### src/rtl/usb_ls_tx_pkg.sv
package usb_ls_tx_pkg;

  typedef enum logic [2:0] {
    ST_IDLE,
    ST_PREP,
    ST_SEND,
    ST_SE0,
    ST_DRVJ,
    ST_DONE
  } tx_state_e;

  localparam logic [7:0] SYNC_BYTE = 8'h80;
  localparam int         RUN_MAX   = 6;

endpackage

### src/rtl/usb_ls_tx_timer.sv
module usb_ls_tx_timer #(
  parameter int TW = 6
) (
  input  logic          clk,
  input  logic          rst_n,
  input  logic          run,
  input  logic [TW-1:0] lim,
  output logic          wrap
);

  logic [TW-1:0] cnt_q, cnt_d;

  assign wrap = run && (cnt_q == lim - 1'b1);

  always_comb begin
    if (!run || wrap) cnt_d = '0;
    else              cnt_d = cnt_q + 1'b1;
  end

  always_ff @(posedge clk or negedge rst_n) begin
    if (!rst_n) cnt_q <= '0;
    else        cnt_q <= cnt_d;
  end

  // the phase counter stays inside the current period length
  a_r3_phase_in_range: assert property (@(posedge clk) disable iff (!rst_n)
    run |-> (cnt_q < lim));

endmodule

### src/rtl/usb_ls_tx_nrzi.sv
module usb_ls_tx_nrzi #(
  parameter int RUN_MAX = 6
) (
  input  logic clk,
  input  logic rst_n,
  input  logic init,
  input  logic step,
  input  logic bit_in,
  output logic line,
  output logic stuff_pend
);

  localparam int OW = $clog2(RUN_MAX + 1);

  logic          line_q, line_d;
  logic [OW-1:0] ones_q, ones_d;
  logic          pend_q, pend_d;

  always_comb begin
    line_d = line_q;
    ones_d = ones_q;
    pend_d = pend_q;
    if (init) begin
      line_d = 1'b1;
      ones_d = '0;
      pend_d = 1'b0;
    end else if (step) begin
      if (pend_q) begin
        line_d = ~line_q;
        ones_d = '0;
        pend_d = 1'b0;
      end else if (bit_in) begin
        ones_d = ones_q + 1'b1;
        pend_d = (ones_q + 1'b1) == OW'(RUN_MAX);
      end else begin
        line_d = ~line_q;
        ones_d = '0;
      end
    end
  end

  always_ff @(posedge clk or negedge rst_n) begin
    if (!rst_n) begin
      line_q <= 1'b1;
      ones_q <= '0;
      pend_q <= 1'b0;
    end else begin
      line_q <= line_d;
      ones_q <= ones_d;
      pend_q <= pend_d;
    end
  end

  assign line       = line_q;
  assign stuff_pend = pend_q;

  // a stuffed bit always inverts the line
  a_r5_stuff_toggles: assert property (@(posedge clk) disable iff (!rst_n)
    (step && pend_q && !init) |=> (line_q != $past(line_q)));

endmodule

### src/rtl/usb_ls_tx.sv
module usb_ls_tx
  import usb_ls_tx_pkg::*;
#(
  parameter int MAX_BYTES = 12,
  parameter int MIN_BYTES = 2,
  parameter int BIT_CYC   = 11,
  parameter int SE0_CYC   = 22,
  parameter int J_CYC     = 11,
  parameter int ADDR_BITS = 7,
  parameter int CNT_W     = $clog2(MAX_BYTES + 1),
  parameter int IDX_W     = $clog2(MAX_BYTES)
) (
  input  logic                 clk,
  input  logic                 rst_n,
  input  logic                 start_i,
  input  logic [CNT_W-1:0]     count_i,
  input  logic                 hs_start_i,
  input  logic [7:0]           hs_pid_i,
  output logic [IDX_W-1:0]     rd_addr_o,
  input  logic [7:0]           rd_data_i,
  input  logic [ADDR_BITS-1:0] new_addr_i,
  output logic                 dp_o,
  output logic                 dm_o,
  output logic                 oe_o,
  output logic                 done_o,
  output logic [ADDR_BITS-1:0] dev_addr_o
);

  localparam int TW = $clog2(BIT_CYC + SE0_CYC + J_CYC + 1);

  tx_state_e            st_q, st_d;
  logic [7:0]           sh_q, sh_d;
  logic [3:0]           bitn_q, bitn_d;
  logic [CNT_W-1:0]     byt_q, byt_d;
  logic [IDX_W-1:0]     idx_q, idx_d;
  logic                 hs_q, hs_d;
  logic [7:0]           pid_q, pid_d;
  logic [ADDR_BITS-1:0] addr_q, addr_d;

  logic             run, wrap, init, step, line, stuff_pend;
  logic [TW-1:0]    lim;
  logic [CNT_W-1:0] cnt_eff;
  logic             need_byte, last_bit;
  logic [7:0]       nb, cur;

  // limit the requested length to the legal range
  always_comb begin
    if (count_i < CNT_W'(MIN_BYTES))      cnt_eff = CNT_W'(MIN_BYTES);
    else if (count_i > CNT_W'(MAX_BYTES)) cnt_eff = CNT_W'(MAX_BYTES);
    else                                  cnt_eff = count_i;
  end

  assign run = (st_q == ST_SEND) || (st_q == ST_SE0) || (st_q == ST_DRVJ);

  always_comb begin
    case (st_q)
      ST_SE0:  lim = TW'(SE0_CYC);
      ST_DRVJ: lim = TW'(J_CYC);
      default: lim = TW'(BIT_CYC);
    endcase
  end

  usb_ls_tx_timer #(.TW(TW)) u_timer (
    .clk  (clk),
    .rst_n(rst_n),
    .run  (run),
    .lim  (lim),
    .wrap (wrap)
  );

  assign need_byte = (bitn_q == 4'd0);
  assign nb        = hs_q ? pid_q : rd_data_i;
  assign cur       = need_byte ? nb : sh_q;
  assign last_bit  = need_byte && (byt_q == '0);
  assign init      = (st_q == ST_IDLE);

  usb_ls_tx_nrzi #(.RUN_MAX(RUN_MAX)) u_nrzi (
    .clk       (clk),
    .rst_n     (rst_n),
    .init      (init),
    .step      (step),
    .bit_in    (cur[0]),
    .line      (line),
    .stuff_pend(stuff_pend)
  );

  // next-state logic
  always_comb begin
    st_d   = st_q;
    sh_d   = sh_q;
    bitn_d = bitn_q;
    byt_d  = byt_q;
    idx_d  = idx_q;
    hs_d   = hs_q;
    pid_d  = pid_q;
    addr_d = addr_q;
    step   = 1'b0;
    case (st_q)
      ST_IDLE: begin
        if (hs_start_i || start_i) begin
          st_d   = ST_PREP;
          sh_d   = SYNC_BYTE;
          bitn_d = 4'd8;
          idx_d  = '0;
          hs_d   = hs_start_i;
          pid_d  = hs_pid_i;
          byt_d  = hs_start_i ? CNT_W'(1) : cnt_eff - 1'b1;
        end
      end
      ST_PREP: begin
        st_d = ST_SEND;
        step = 1'b1;
      end
      ST_SEND: begin
        if (wrap) begin
          if (!stuff_pend && last_bit) st_d = ST_SE0;
          else                         step = 1'b1;
        end
      end
      ST_SE0:  if (wrap) st_d = ST_DRVJ;
      ST_DRVJ: if (wrap) st_d = ST_DONE;
      ST_DONE: begin
        st_d = ST_IDLE;
        if (!hs_q) addr_d = new_addr_i;
      end
      default: st_d = ST_IDLE;
    endcase

    // consume one data bit unless the encoder inserts a stuffed bit
    if (step && !stuff_pend) begin
      if (need_byte) begin
        sh_d   = nb >> 1;
        bitn_d = 4'd7;
        byt_d  = byt_q - 1'b1;
        idx_d  = idx_q + 1'b1;
      end else begin
        sh_d   = sh_q >> 1;
        bitn_d = bitn_q - 4'd1;
      end
    end
  end

  always_ff @(posedge clk or negedge rst_n) begin
    if (!rst_n) begin
      st_q   <= ST_IDLE;
      sh_q   <= '0;
      bitn_q <= '0;
      byt_q  <= '0;
      idx_q  <= '0;
      hs_q   <= 1'b0;
      pid_q  <= '0;
      addr_q <= '0;
    end else begin
      st_q   <= st_d;
      sh_q   <= sh_d;
      bitn_q <= bitn_d;
      byt_q  <= byt_d;
      idx_q  <= idx_d;
      hs_q   <= hs_d;
      pid_q  <= pid_d;
      addr_q <= addr_d;
    end
  end

  // line drive
  always_comb begin
    dp_o = 1'b0;
    dm_o = 1'b0;
    oe_o = 1'b0;
    case (st_q)
      ST_PREP: dm_o = 1'b1;
      ST_SEND: begin
        dm_o = line;
        dp_o = ~line;
        oe_o = 1'b1;
      end
      ST_SE0:  oe_o = 1'b1;
      ST_DRVJ: begin
        dm_o = 1'b1;
        oe_o = 1'b1;
      end
      default: ;
    endcase
  end

  assign done_o     = (st_q == ST_DONE);
  assign rd_addr_o  = idx_q;
  assign dev_addr_o = addr_q;

  // drivers only turn on after J was already set up
  a_r2_j_before_enable: assert property (@(posedge clk) disable iff (!rst_n)
    $rose(oe_o) |-> $past(dm_o && !dp_o));

  // done is a single pulse at the release
  a_r8_done_single: assert property (@(posedge clk) disable iff (!rst_n)
    done_o |=> !done_o);

  a_r8_release_after_drive: assert property (@(posedge clk) disable iff (!rst_n)
    done_o |-> (!oe_o && $past(oe_o)));

  // no new packet starts while one is on the bus
  a_r9_busy_ignores_start: assert property (@(posedge clk) disable iff (!rst_n)
    (st_q == ST_SEND || st_q == ST_SE0 || st_q == ST_DRVJ) |=> (st_q != ST_PREP));

  // a handshake leaves the active address untouched
  a_r11_hs_keeps_addr: assert property (@(posedge clk) disable iff (!rst_n)
    (done_o && hs_q) |=> $stable(dev_addr_o));

endmodule

### config.mk
export PLATFORM = sky130hd
export DESIGN_NAME = usb_ls_tx
export DESIGN_NICKNAME = d
export VERILOG_FILES = /design/src/rtl/usb_ls_tx_pkg.sv /design/src/rtl/usb_ls_tx_timer.sv /design/src/rtl/usb_ls_tx_nrzi.sv /design/src/rtl/usb_ls_tx.sv
export SDC_FILE = /design/constraint.sdc
export NUM_CORES = 1
export LEC_CHECK = 0
export BUFFER_PORTS_ARGS = -buffer_cell sky130_fd_sc_hd__buf_4
export CORE_ASPECT_RATIO = 0.7
export CORE_MARGIN = 2
export CORE_UTILIZATION = 55
export DETAILED_ROUTE_END_ITERATION = 10
export PLACE_DENSITY_LB_ADDON = 0.3
export SKIP_CTS_REPAIR_TIMING = 1
export SLEW_MARGIN = 30
export SYNTH_ARGS = -nofsm -noshare
export SYNTH_HDL_FRONTEND = slang
export SYNTH_SLANG_ARGS = --single-unit
### constraint.sdc
create_clock -name clk -period 3 [get_ports clk]
set_clock_uncertainty 0.05 [all_clocks]
set_input_delay 0.6 -clock clk [delete_from_list [all_inputs] [get_ports clk]]
set_output_delay 0.6 -clock clk [all_outputs]
set_load 0.01 [all_outputs]
==> flow_summary.rst, run 1 <==
.. list-table::
   :header-rows: 1

   * - Metric
     - Value
   * - Number of cells after detailed placement
     - 395
   * - #FFs+latches synth
     - 50
   * - Dominant cell by count in the synthesized netlist
     - nand2_1
   * - Worst path required time
     - 3150 ps
   * - Setup slack of the critical path after layout
     - 566.7 ps
   * - Area of the core
     - 4808 µm²
   * - Vias in the first global route
     - 2008
   * - Clock insertion delay at the later pin of the skew report
     - 310 ps
   * - Fill count
     - 392
   * - Clock tree from TritonCTS
     - built
   * - Total number of clock tree sinks
     - 50
   * - Worst path depth
     - 6
   * - Post-Layout Cell Count
     - 403
   * - Clock root buffer
     - clkbuf_8
   * - Sequential cell area fraction in the yosys report
     - 45.54%
   * - Buffers & Inverters on Critical Path
     - 1
   * - Endpoint kind of the worst setup timing path
     - register
   * - Cell count after synthesis
     - 289
   * - I/O pin count
     - 46
   * - Place WS
     - 421.4 ps
   * - Ratio of final minimum period to clock period
     - 81.11%
   * - Area growth syn-to-layout
     - 18.20%
   * - NumNets Final
     - 373
   * - Relative slew margins
     - 55.58%
   * - Standard-cell rows
     - 21
   * - Number of antenna violations at the first check in global routing
     - 0
   * - Number of antenna diodes
     - 0
   * - Async set-or-reset flop fraction in the synthesized netlist
     - 100.0%
   * - Number of H-tree levels
     - 2
   * - Maximum clock path buffer count
     - 2
   * - Worst path top cell family by delay
     - simple AND/OR/NAND/NOR gates
   * - Slowest stage cell on the critical path
     - or4b_1
   * - Initial DRC Count
     - 154
   * - Area taken by multi-input logic gates
     - 1395 µm²
   * - Starting Density
     - 57.19%
   * - Total DRC errors in the routed layout
     - 0
   * - Leading cell types by total area after synthesis
     - dfrtp_1 (45%), mux2i_1 (8.0%), nand2_1 (7.8%)
   * - Tot GR Track Use
     - 22.27%
   * - Floorplan die area
     - 5591 µm²
   * - Net count after synthesis
     - 329
   * - Number of iterations in the first detailed-routing pass
     - 6
   * - Overall die width
     - 88.52 µm
   * - Final setup violation count
     - 0
   * - Clock transition time at the flip-flop clock pins of the worst setup and hold paths
     - 90 ps
   * - Synth unique cells
     - 52
   * - Via density per instance
     - 5.397
   * - Ys Warns
     - 0
   * - Half-perimeter wire length of the detailed placement result
     - 3.955 mm
   * - Depth of the worst register-to-register path
     - 6
   * - Post-route ant nets
     - 0
   * - Synth area leader
     - dfrtp_1
   * - Number of I/O port buffers
     - 45
   * - Classification of the worst-slack hold path
     - in -> async
   * - Status
     - completed
   * - Transition time of the tightest slew-check pin
     - 662.8 ps
   * - Peak Freq
     - 411.0 MHz
   * - Total CTS buffers
     - 5
   * - Fraction of final layout cells with drive strength greater than 1
     - 24.25%
   * - Static Leakage
     - 1.567 nW
   * - Dominant synthesized flop cell
     - dfrtp_1
   * - Max-slew violations
     - 0
   * - First-pass GRT wire length
     - 9.701 mm
   * - Wirelength per Cell
     - 13.87 µm
   * - Critical-path cell list
     - inv_1, ha_1, or4b_1, nor2_1, nand2_1, o221a_2
   * - Critical Path Max Stage Delay
     - 600 ps
   * - Worst Path Arrival
     - 2590 ps
   * - Final period demand of the worst path
     - 2433 ps
   * - Per-instance average area after synthesis
     - 9.516 µm²
   * - Number of failing hold endpoints at the final stage
     - 0
   * - Power Density
     - 769.8 nW/µm²
   * - Synth top area share
     - 44.59%
   * - Summed negative setup slack over all endpoints
     - 0 ps
   * - Final Hold Slack
     - 244.8 ps
   * - Path type of the worst setup path
     - reg -> reg
   * - Final wirelength
     - 5.588 mm
   * - Max_cap viols
     - 0
   * - Number of synthesized flops with an enable pin
     - 0
   * - Global placement routability congestion
     - 0.8238
   * - Most used standard cells in the synthesized netlist
     - nand2_1 (57), dfrtp_1 (49), nor2_1 (23)
   * - Seq. cell area
     - 1252 µm²
   * - Worst vdd rail ir drop
     - 390.4 µV
   * - Largest net degree at the start of global routing
     - 51
   * - Leftover overflow at the end of global routing
     - 0
   * - Crit start category
     - register
   * - Area of the mapped netlist
     - 2750 µm²
   * - Unrepaired setup endpoints after global routing
     - false
   * - Die Y
     - 63.16 µm
   * - Highest fanout seen on the critical path
     - 8
   * - Number of vias after detailed routing
     - 2175
worst paths after layout:
path,endpoint,slack [ps],from
setup reg to reg,byt_q[3],570,bitn_q[0]
hold reg to reg,pid_q[2],430,pid_q[2]
max in group asynchronous,bitn_q[2],2230,rst_n
hold / removal,u_timer.cnt_q[5],240,rst_n
min in group clk,pid_q[1],420,hs_pid_i[1]
setup / recovery,byt_q[3],570,bitn_q[0]
registers in the layout, summed over array words and instances (netlist names):
signal / flops
u_nrzi.stuff_pend: 1
hs_q: 1
u_timer.cnt_q: 6
byt_q: 4
dev_addr_o: 7
rd_addr_o: 4
pid_q: 8
bitn_q: 4
u_nrzi.ones_q: 3
u_nrzi.line: 1
st_q: 3
sh_q: 8
cells by family after synthesis:
| group | count (synthesis) | synth area share [%] |
|---|---|---|
| buf+inv | 25 | 3.822 |
| compound gates | 48 | 12.01 |
| flops | 50 | 45.54 |
| mux | 31 | 11.69 |
| xor+xnor | 7 | 2.229 |
| fa+ha+maj | 10 | 4.459 |
| simple gates | 118 | 20.25 |
layer usage:
| metal | GRT usage, % | part of all wire [%] | vias to the layer above |
|---|---|---|---|
| met5 | 0 | 0 | - |
| met4 | 8.144 | 1.2 | 0 |
| met3 | 4.194 | 5.5 | 6 |
| met2 | 31.39 | 44 | 73 |
| met1 | 33.96 | 49 | 1003 |
| li1 | - | - | 1093 |
stage by stage:
stage / utilization [%] / instance area, µm² / total power [mW]
CTS: 67.55 / 3248 / 2.513
detailed placement: 65.47 / 3148 / 2.088
finish: 67.60 / 3251 / 2.502
floorplan: - / 2750 / 1.780
global route: 67.60 / 3251 / 2.712
global placement: 65.47 / 3148 / 2.051
final cells by class:
| cell class | count | share of cell area (%) |
|---|---|---|
| multi-input combinational | 214 | 42.92 |
| timing repair buffer | 49 | 11.32 |
| clock buffer | 6 | 2.540 |
| sequential | 50 | 38.53 |
| clock inverter | 2 | 0.5389 |
| tap | 69 | 2.656 |
| inverter | 13 | 1.501 |
power breakdown:
part           switching (mW)  internal (mW)
registers               0.205          0.897
logic                   0.522          0.455
clock network           0.234          0.190
cells in the final DEF, fill, tap and decap left out, types with 5 or more instances in the layout:
cell and instances:
nor2_1 22, nand2_1 57, o21ai_0 14, a21oi_1 9, nor3_1 7, mux2i_1 22
mux2_2 9, clkbuf_8 6, ha_1 9, dfrtp_1 49, buf_4 49, nand3_1 8
inv_1 13, xor2_1 5
worst reg2reg max path: stages (launching register included):
cell     delay, ps
dfrtp_1        380
inv_1          130
ha_1           200
or4b_1         600
nor2_1         420
nand2_1        260
o221a_2        290
No activity file was read; power rests on OpenSTA's default activity.
==> run 2: changes to the inputs <==
--- a/config.mk
+++ b/config.mk
@@ -5,10 +5,11 @@
 export SDC_FILE = /design/constraint.sdc
 export NUM_CORES = 1
 export LEC_CHECK = 0
+export ABC_AREA = 1
 export BUFFER_PORTS_ARGS = -buffer_cell sky130_fd_sc_hd__buf_4
 export CORE_ASPECT_RATIO = 0.7
 export CORE_MARGIN = 2
-export CORE_UTILIZATION = 55
+export CORE_UTILIZATION = 51
 export DETAILED_ROUTE_END_ITERATION = 10
 export PLACE_DENSITY_LB_ADDON = 0.3
 export SKIP_CTS_REPAIR_TIMING = 1
==> constraint.sdc (replaced) <==
create_clock -name clk -period 2.2 [get_ports clk]
set_clock_uncertainty 0.05 [all_clocks]
set_input_delay 0.44 -clock clk [delete_from_list [all_inputs] [get_ports clk]]
set_output_delay 0.44 -clock clk [all_outputs]
set_load 0.01 [all_outputs]
==> flow_summary.rst, run 2 <==
.. list-table::
   :header-rows: 1

   * - Metric
     - Value
   * - Status
     - completed
   * - Worst R2R Setup Slack
     - 410 ps
   * - Starting Density
     - 53.17%
   * - Endpoint kind of the worst setup timing path
     - output pin
   * - Area growth syn-to-layout
     - 17.63%
   * - Transition time of the tightest slew-check pin
     - 619.9 ps
   * - Critical-path cell list
     - inv_1, o21ai_0, buf_4
   * - I/O pin count
     - 46
   * - Cell count after synthesis
     - 355
   * - Total CTS buffers
     - 5
   * - Leading cell types by total area after synthesis
     - dfrtp_1 (44%), nand2_1 (17%), nand3_1 (5.3%)
   * - First-pass GRT wire length
     - 10.27 mm
   * - Standard-cell rows
     - 22
   * - Largest net degree at the start of global routing
     - 51
   * - Final period demand of the worst path
     - 1975 ps
   * - Synth area leader
     - dfrtp_1
   * - Critical Path Max Stage Delay
     - 540 ps
   * - Highest fanout seen on the critical path
     - 8
   * - Die Y
     - 66.11 µm
   * - Total DRC errors in the routed layout
     - 0
   * - Depth of the worst register-to-register path
     - 10
   * - Path type of the worst setup path
     - reg -> out
   * - Unrepaired setup endpoints after global routing
     - false
   * - Slowest stage cell on the critical path
     - dfrtp_1
   * - Switching part of the total
     - 43.62%
   * - Clock group share of total power
     - 14.8%
   * - Wirelength per Cell
     - 12.28 µm
   * - Relative slew margins
     - 58.67%
   * - Crit start category
     - register
   * - Peak Freq
     - 506.4 MHz
   * - Final setup violation count
     - 0
   * - Ratio of final minimum period to clock period
     - 89.76%
   * - Area of the core
     - 5285 µm²
   * - Leftover overflow at the end of global routing
     - 0
   * - #FFs+latches synth
     - 50
   * - Maximum clock path buffer count
     - 2
   * - Total number of clock tree sinks
     - 50
   * - Number of failing hold endpoints at the final stage
     - 0
   * - Power Density
     - 1327 nW/µm²
   * - Portion of total power attributed to combinational logic
     - 49.8%
   * - Synth unique cells
     - 37
   * - Area of the mapped netlist
     - 2810 µm²
   * - Initial DRC Count
     - 121
   * - Overall power of the completed layout
     - 4.387 mW
   * - Internal Power
     - 2.474 mW
   * - Classification of the worst-slack hold path
     - in -> async
   * - Number of vias after detailed routing
     - 2408
   * - Worst path required time
     - 1710 ps
   * - Clock transition time at the flip-flop clock pins of the worst setup and hold paths
     - 90 ps
   * - Clock insertion delay at the later pin of the skew report
     - 310 ps
   * - Most common cell after layout, fill and taps aside
     - nand2_1
   * - Post-route ant nets
     - 0
   * - Dominant cell by count in the synthesized netlist
     - nand2_1
   * - NumNets Final
     - 441
   * - Floorplan die area
     - 6129 µm²
   * - Synth top area share
     - 43.63%
   * - Final wirelength
     - 5.807 mm
   * - Global placement routability congestion
     - 0.8342
   * - Worst Path Arrival
     - 1480 ps
   * - Clock tree from TritonCTS
     - built
   * - Number of I/O port buffers
     - 45
   * - Max-slew violations
     - 0
   * - Max_cap viols
     - 0
   * - Number of H-tree levels
     - 2
   * - Clock root buffer
     - clkbuf_8
   * - Static Leakage
     - 1.720 nW
   * - Fraction of final layout cells with drive strength greater than 1
     - 20.45%
   * - Dominant synthesized flop cell
     - dfrtp_1
   * - Most used standard cells in the synthesized netlist
     - nand2_1 (125), dfrtp_1 (49), nand3_1 (30)
   * - Number of iterations in the first detailed-routing pass
     - 4
   * - Summed negative setup slack over all endpoints
     - 0 ps
   * - Tot GR Track Use
     - 21.39%
   * - Sequential cell area fraction in the yosys report
     - 44.57%
   * - Number of antenna violations at the first check in global routing
     - 0
   * - Net Sw Power
     - 1.914 mW
   * - Half-perimeter wire length of the detailed placement result
     - 4.249 mm
   * - Sequential power share
     - 35.4%
   * - Via density per instance
     - 5.091
   * - Net count after synthesis
     - 395
   * - Commonest non-fill, non-tap cells in the layout
     - nand2_1 (125), buf_4 (51), dfrtp_1 (49)
   * - Vias in the first global route
     - 2229
   * - Startpoint of the most critical register-to-register path
     - st_q[1]
   * - Per-instance average area after synthesis
     - 7.916 µm²
   * - End of the worst register-to-register path
     - byt_q[1]
   * - Number of synthesized flops with an enable pin
     - 0
   * - Ys Warns
     - 0
   * - Worst vdd rail ir drop
     - 710.4 µV
   * - Async set-or-reset flop fraction in the synthesized netlist
     - 100.0%
   * - Overall die width
     - 92.72 µm
   * - Number of antenna diodes
     - 0
==> run 2: worst max path at each step <==
stage                          start        to
after floorplan            bitn_q[0]   sh_q[0]
after global placement    count_i[2]  byt_q[2]
after detailed placement  count_i[2]  byt_q[2]
after CTS                    st_q[1]      oe_o
after global routing         st_q[1]      oe_o
final                        st_q[1]      oe_o
==> run 2: cell type report <==
class | count | area (µm²)
multi-input combinational | 263 | 1355
sequential | 50 | 1252
inverter | 30 | 117.6
tap | 72 | 90.09
clock inverter | 2 | 38.79
clock buffer | 5 | 68.82
fill | 474 | 1979
timing repair buffer | 51 | 382.9
==> run 2: metrics by stage <==
stage	instance area [µm²]	utilization (%)	worst slack, ps	hold slack, ps	cells
after floorplan	2810	-	625.2	94.41	355
after global placement	3198	60.51	473.2	405.4	466
after detailed placement	3198	60.51	405.7	410.4	466
after CTS	3306	62.55	228.0	110.8	473
after global routing	3306	62.55	140.6	128.1	473
final	3306	62.55	225.2	86.40	473
==> run 2: per-layer routing <==
metal | wire [µm] | up-vias | global-route usage, %
li1 | - | 1227 | -
met1 | 2895 | 1109 | 30.71
met2 | 2547 | 70 | 33.58
met3 | 346 | 2 | 5.245
met4 | 18 | 0 | 3.860
met5 | 0 | - | 0
==> run 2: power groups by stage <==
stage,clock network [mW],logic (mW),registers [mW]
2_1_floorplan,0,1.65,1.52
3_3_place_gp,0,2.11,1.56
3_5_place_dp,0,2.18,1.57
4_1_cts,0.651,2.20,1.56
5_1_grt,0.695,2.51,1.61
6_report,0.647,2.19,1.55
==> run 2: critical path: cells and delay by family (launching register included) <==
kind / cells / cell delay, ps
AO/OA/AOI/OAI: 1 / 340
flip-flops: 1 / 540
buffers and inverters: 2 / 280
==> run 2: cell families after synthesis <==
group | share of synthesized area, %
multiplexers | 3.161
flip-flops | 44.57
buffers and inverters | 7.212
AO/OA/AOI/OAI | 8.014
AND/OR/NAND/NOR | 30.23
adder cells (fa/ha/maj) | 4.007
XOR/XNOR | 2.805
==> run 3: changes to the inputs <==
--- a/config.mk
+++ b/config.mk
@@ -7,9 +7,11 @@
 export LEC_CHECK = 0
 export ABC_AREA = 1
 export BUFFER_PORTS_ARGS = -buffer_cell sky130_fd_sc_hd__buf_4
+export CELL_PAD_IN_SITES_DETAIL_PLACEMENT = 1
+export CELL_PAD_IN_SITES_GLOBAL_PLACEMENT = 2
 export CORE_ASPECT_RATIO = 0.7
 export CORE_MARGIN = 2
-export CORE_UTILIZATION = 51
+export CORE_UTILIZATION = 29
 export DETAILED_ROUTE_END_ITERATION = 10
 export PLACE_DENSITY_LB_ADDON = 0.3
 export SKIP_CTS_REPAIR_TIMING = 1
==> flow_summary.rst, run 3 (same netlist as run 2, synthesis figures left out) <==
.. list-table::
   :header-rows: 1

   * - Metric
     - Value
   * - Global placement routability congestion
     - 0.7576
   * - Ratio of final minimum period to clock period
     - 87.35%
   * - Utilization after layout
     - 36.01%
   * - Worst path required time
     - 1710 ps
   * - Endpoint kind of the worst setup timing path
     - output pin
   * - Internal Power
     - 2.642 mW
   * - Clock root buffer
     - clkbuf_16
   * - Wirelength per Cell
     - 13.62 µm
   * - Number of H-tree levels
     - 2
   * - Highest fanout seen on the critical path
     - 8
   * - Half-perimeter wire length of the detailed placement result
     - 5.395 mm
   * - Number of vias after detailed routing
     - 2435
   * - Clock insertion delay at the later pin of the skew report
     - 290 ps
   * - Area after detailed placement
     - 3296 µm²
   * - Clock tree from TritonCTS
     - built
   * - Startpoint of the most critical register-to-register path
     - st_q[2]
   * - Place WS
     - 388.5 ps
   * - NumNets Final
     - 443
   * - Summed negative setup slack over all endpoints
     - 0 ps
   * - Post-Layout Inst Area
     - 3447 µm²
   * - Largest net degree at the start of global routing
     - 51
   * - Starting Density
     - 29.36%
   * - Switching part of the total
     - 43.35%
   * - Unrepaired setup endpoints after global routing
     - false
   * - Max_cap viols
     - 0
   * - Transition time of the tightest slew-check pin
     - 654.4 ps
   * - Final wirelength
     - 7.246 mm
   * - Setup slack of the critical path after layout
     - 278.2 ps
   * - Relative slew margins
     - 56.37%
   * - Via density per instance
     - 4.577
   * - Overall power of the completed layout
     - 4.664 mW
   * - Depth of the worst register-to-register path
     - 11
   * - Tot GR Track Use
     - 14.97%
   * - Fraction of final layout cells with drive strength greater than 1
     - 21.04%
   * - Vias in the first global route
     - 2463
   * - Classification of the worst-slack hold path
     - in -> async
   * - Total DRC errors in the routed layout
     - 0
   * - Number of iterations in the first detailed-routing pass
     - 6
   * - Peak Freq
     - 520.3 MHz
   * - Number of I/O port buffers
     - 45
   * - Clock group share of total power
     - 17.1%
   * - Total number of clock tree sinks
     - 50
   * - Final period demand of the worst path
     - 1922 ps
   * - Final setup violation count
     - 0
   * - Area growth syn-to-layout
     - 22.66%
   * - Standard-cell rows
     - 30
   * - Total CTS buffers
     - 5
   * - Static Leakage
     - 1.754 nW
   * - Leftover overflow at the end of global routing
     - 0
   * - First-pass GRT wire length
     - 12.14 mm
   * - Sequential power share
     - 33.7%
   * - Power Density
     - 1353 nW/µm²
   * - Path type of the worst setup path
     - reg -> out
   * - Clock transition time at the flip-flop clock pins of the worst setup and hold paths
     - 60 ps
   * - Number of failing hold endpoints at the final stage
     - 0
   * - Number of antenna violations at the first check in global routing
     - 0
   * - Overall die width
     - 121.7 µm
   * - Worst Path Arrival
     - 1430 ps
   * - Floorplan die area
     - 10510 µm²
   * - Worst vdd rail ir drop
     - 589.2 µV
   * - I/O pin count
     - 46
   * - Portion of total power attributed to combinational logic
     - 49.2%
   * - Number of antenna diodes
     - 0
   * - Worst R2R Setup Slack
     - 390 ps
   * - Initial DRC Count
     - 81
   * - Most common cell after layout, fill and taps aside
     - nand2_1
   * - Maximum clock path buffer count
     - 2
   * - Die Y
     - 86.36 µm
   * - End of the worst register-to-register path
     - sh_q[2]
   * - Area of the core
     - 9572 µm²
   * - Post-route ant nets
     - 0
   * - Crit start category
     - register
   * - Commonest non-fill, non-tap cells in the layout
     - nand2_1 (125), buf_4 (52), dfrtp_1 (49)
   * - Status
     - completed
   * - Net Sw Power
     - 2.022 mW
   * - Max-slew violations
     - 0
[run 3: power groups by stage]
| stage | registers (mW) | clock network [mW] | logic, mW |
|---|---|---|---|
| finish | 1.57 | 0.797 | 2.29 |
| CTS | 1.58 | 0.838 | 2.35 |
| floorplan | 1.52 | 0 | 1.65 |
| global route | 1.62 | 0.878 | 2.65 |
| global placement | 1.58 | 0 | 2.28 |
| detailed placement | 1.59 | 0 | 2.34 |
[run 3: routing by layer]
layer / track usage, % / wire length (µm) / part of all wire (%)
met5: 0 / 0 / 0
met4: 4.702 / 93 / 1.3
met3: 3.882 / 302 / 4.2
met2: 23.19 / 3176 / 44
met1: 20.59 / 3674 / 51
[run 3: worst max-delay path by stage]
stage	startpoint	end	slack [ps]	cells after the start
final	st_q[1]	oe_o	280	4
after global routing	st_q[0]	dm_o	160	5
after CTS	st_q[1]	oe_o	90	3
after detailed placement	st_q[2]	sh_q[5]	390	11
after global placement	st_q[1]	st_q[1]	380	5
after floorplan	bitn_q[0]	sh_q[0]	630	10
[run 3: area by class of cell]
cell class              count  area, µm²
fillers                  1188       6125
multi-input cells         263       1355
flip-flops and latches     50       1252
repair buffers             53      410.4
well taps                 128      160.2
clock buffers               6      138.9
inverters                  30      117.6
clock inverters             2      12.51
[run 3: critical path, stage by stage, from the launching register on]
cell     delay [ps]
dfrtp_1         490
nor2_4          150
nand2_1         100
o21ai_1         210
buf_4           190
[run 3: per-stage QoR]
step | hold WS [ps] | cells
floorplan | 94.41 | 355
global placement | 408.8 | 524
detailed placement | 413.2 | 524
CTS | 159.6 | 532
global route | 182.0 | 532
finish | 118.1 | 532
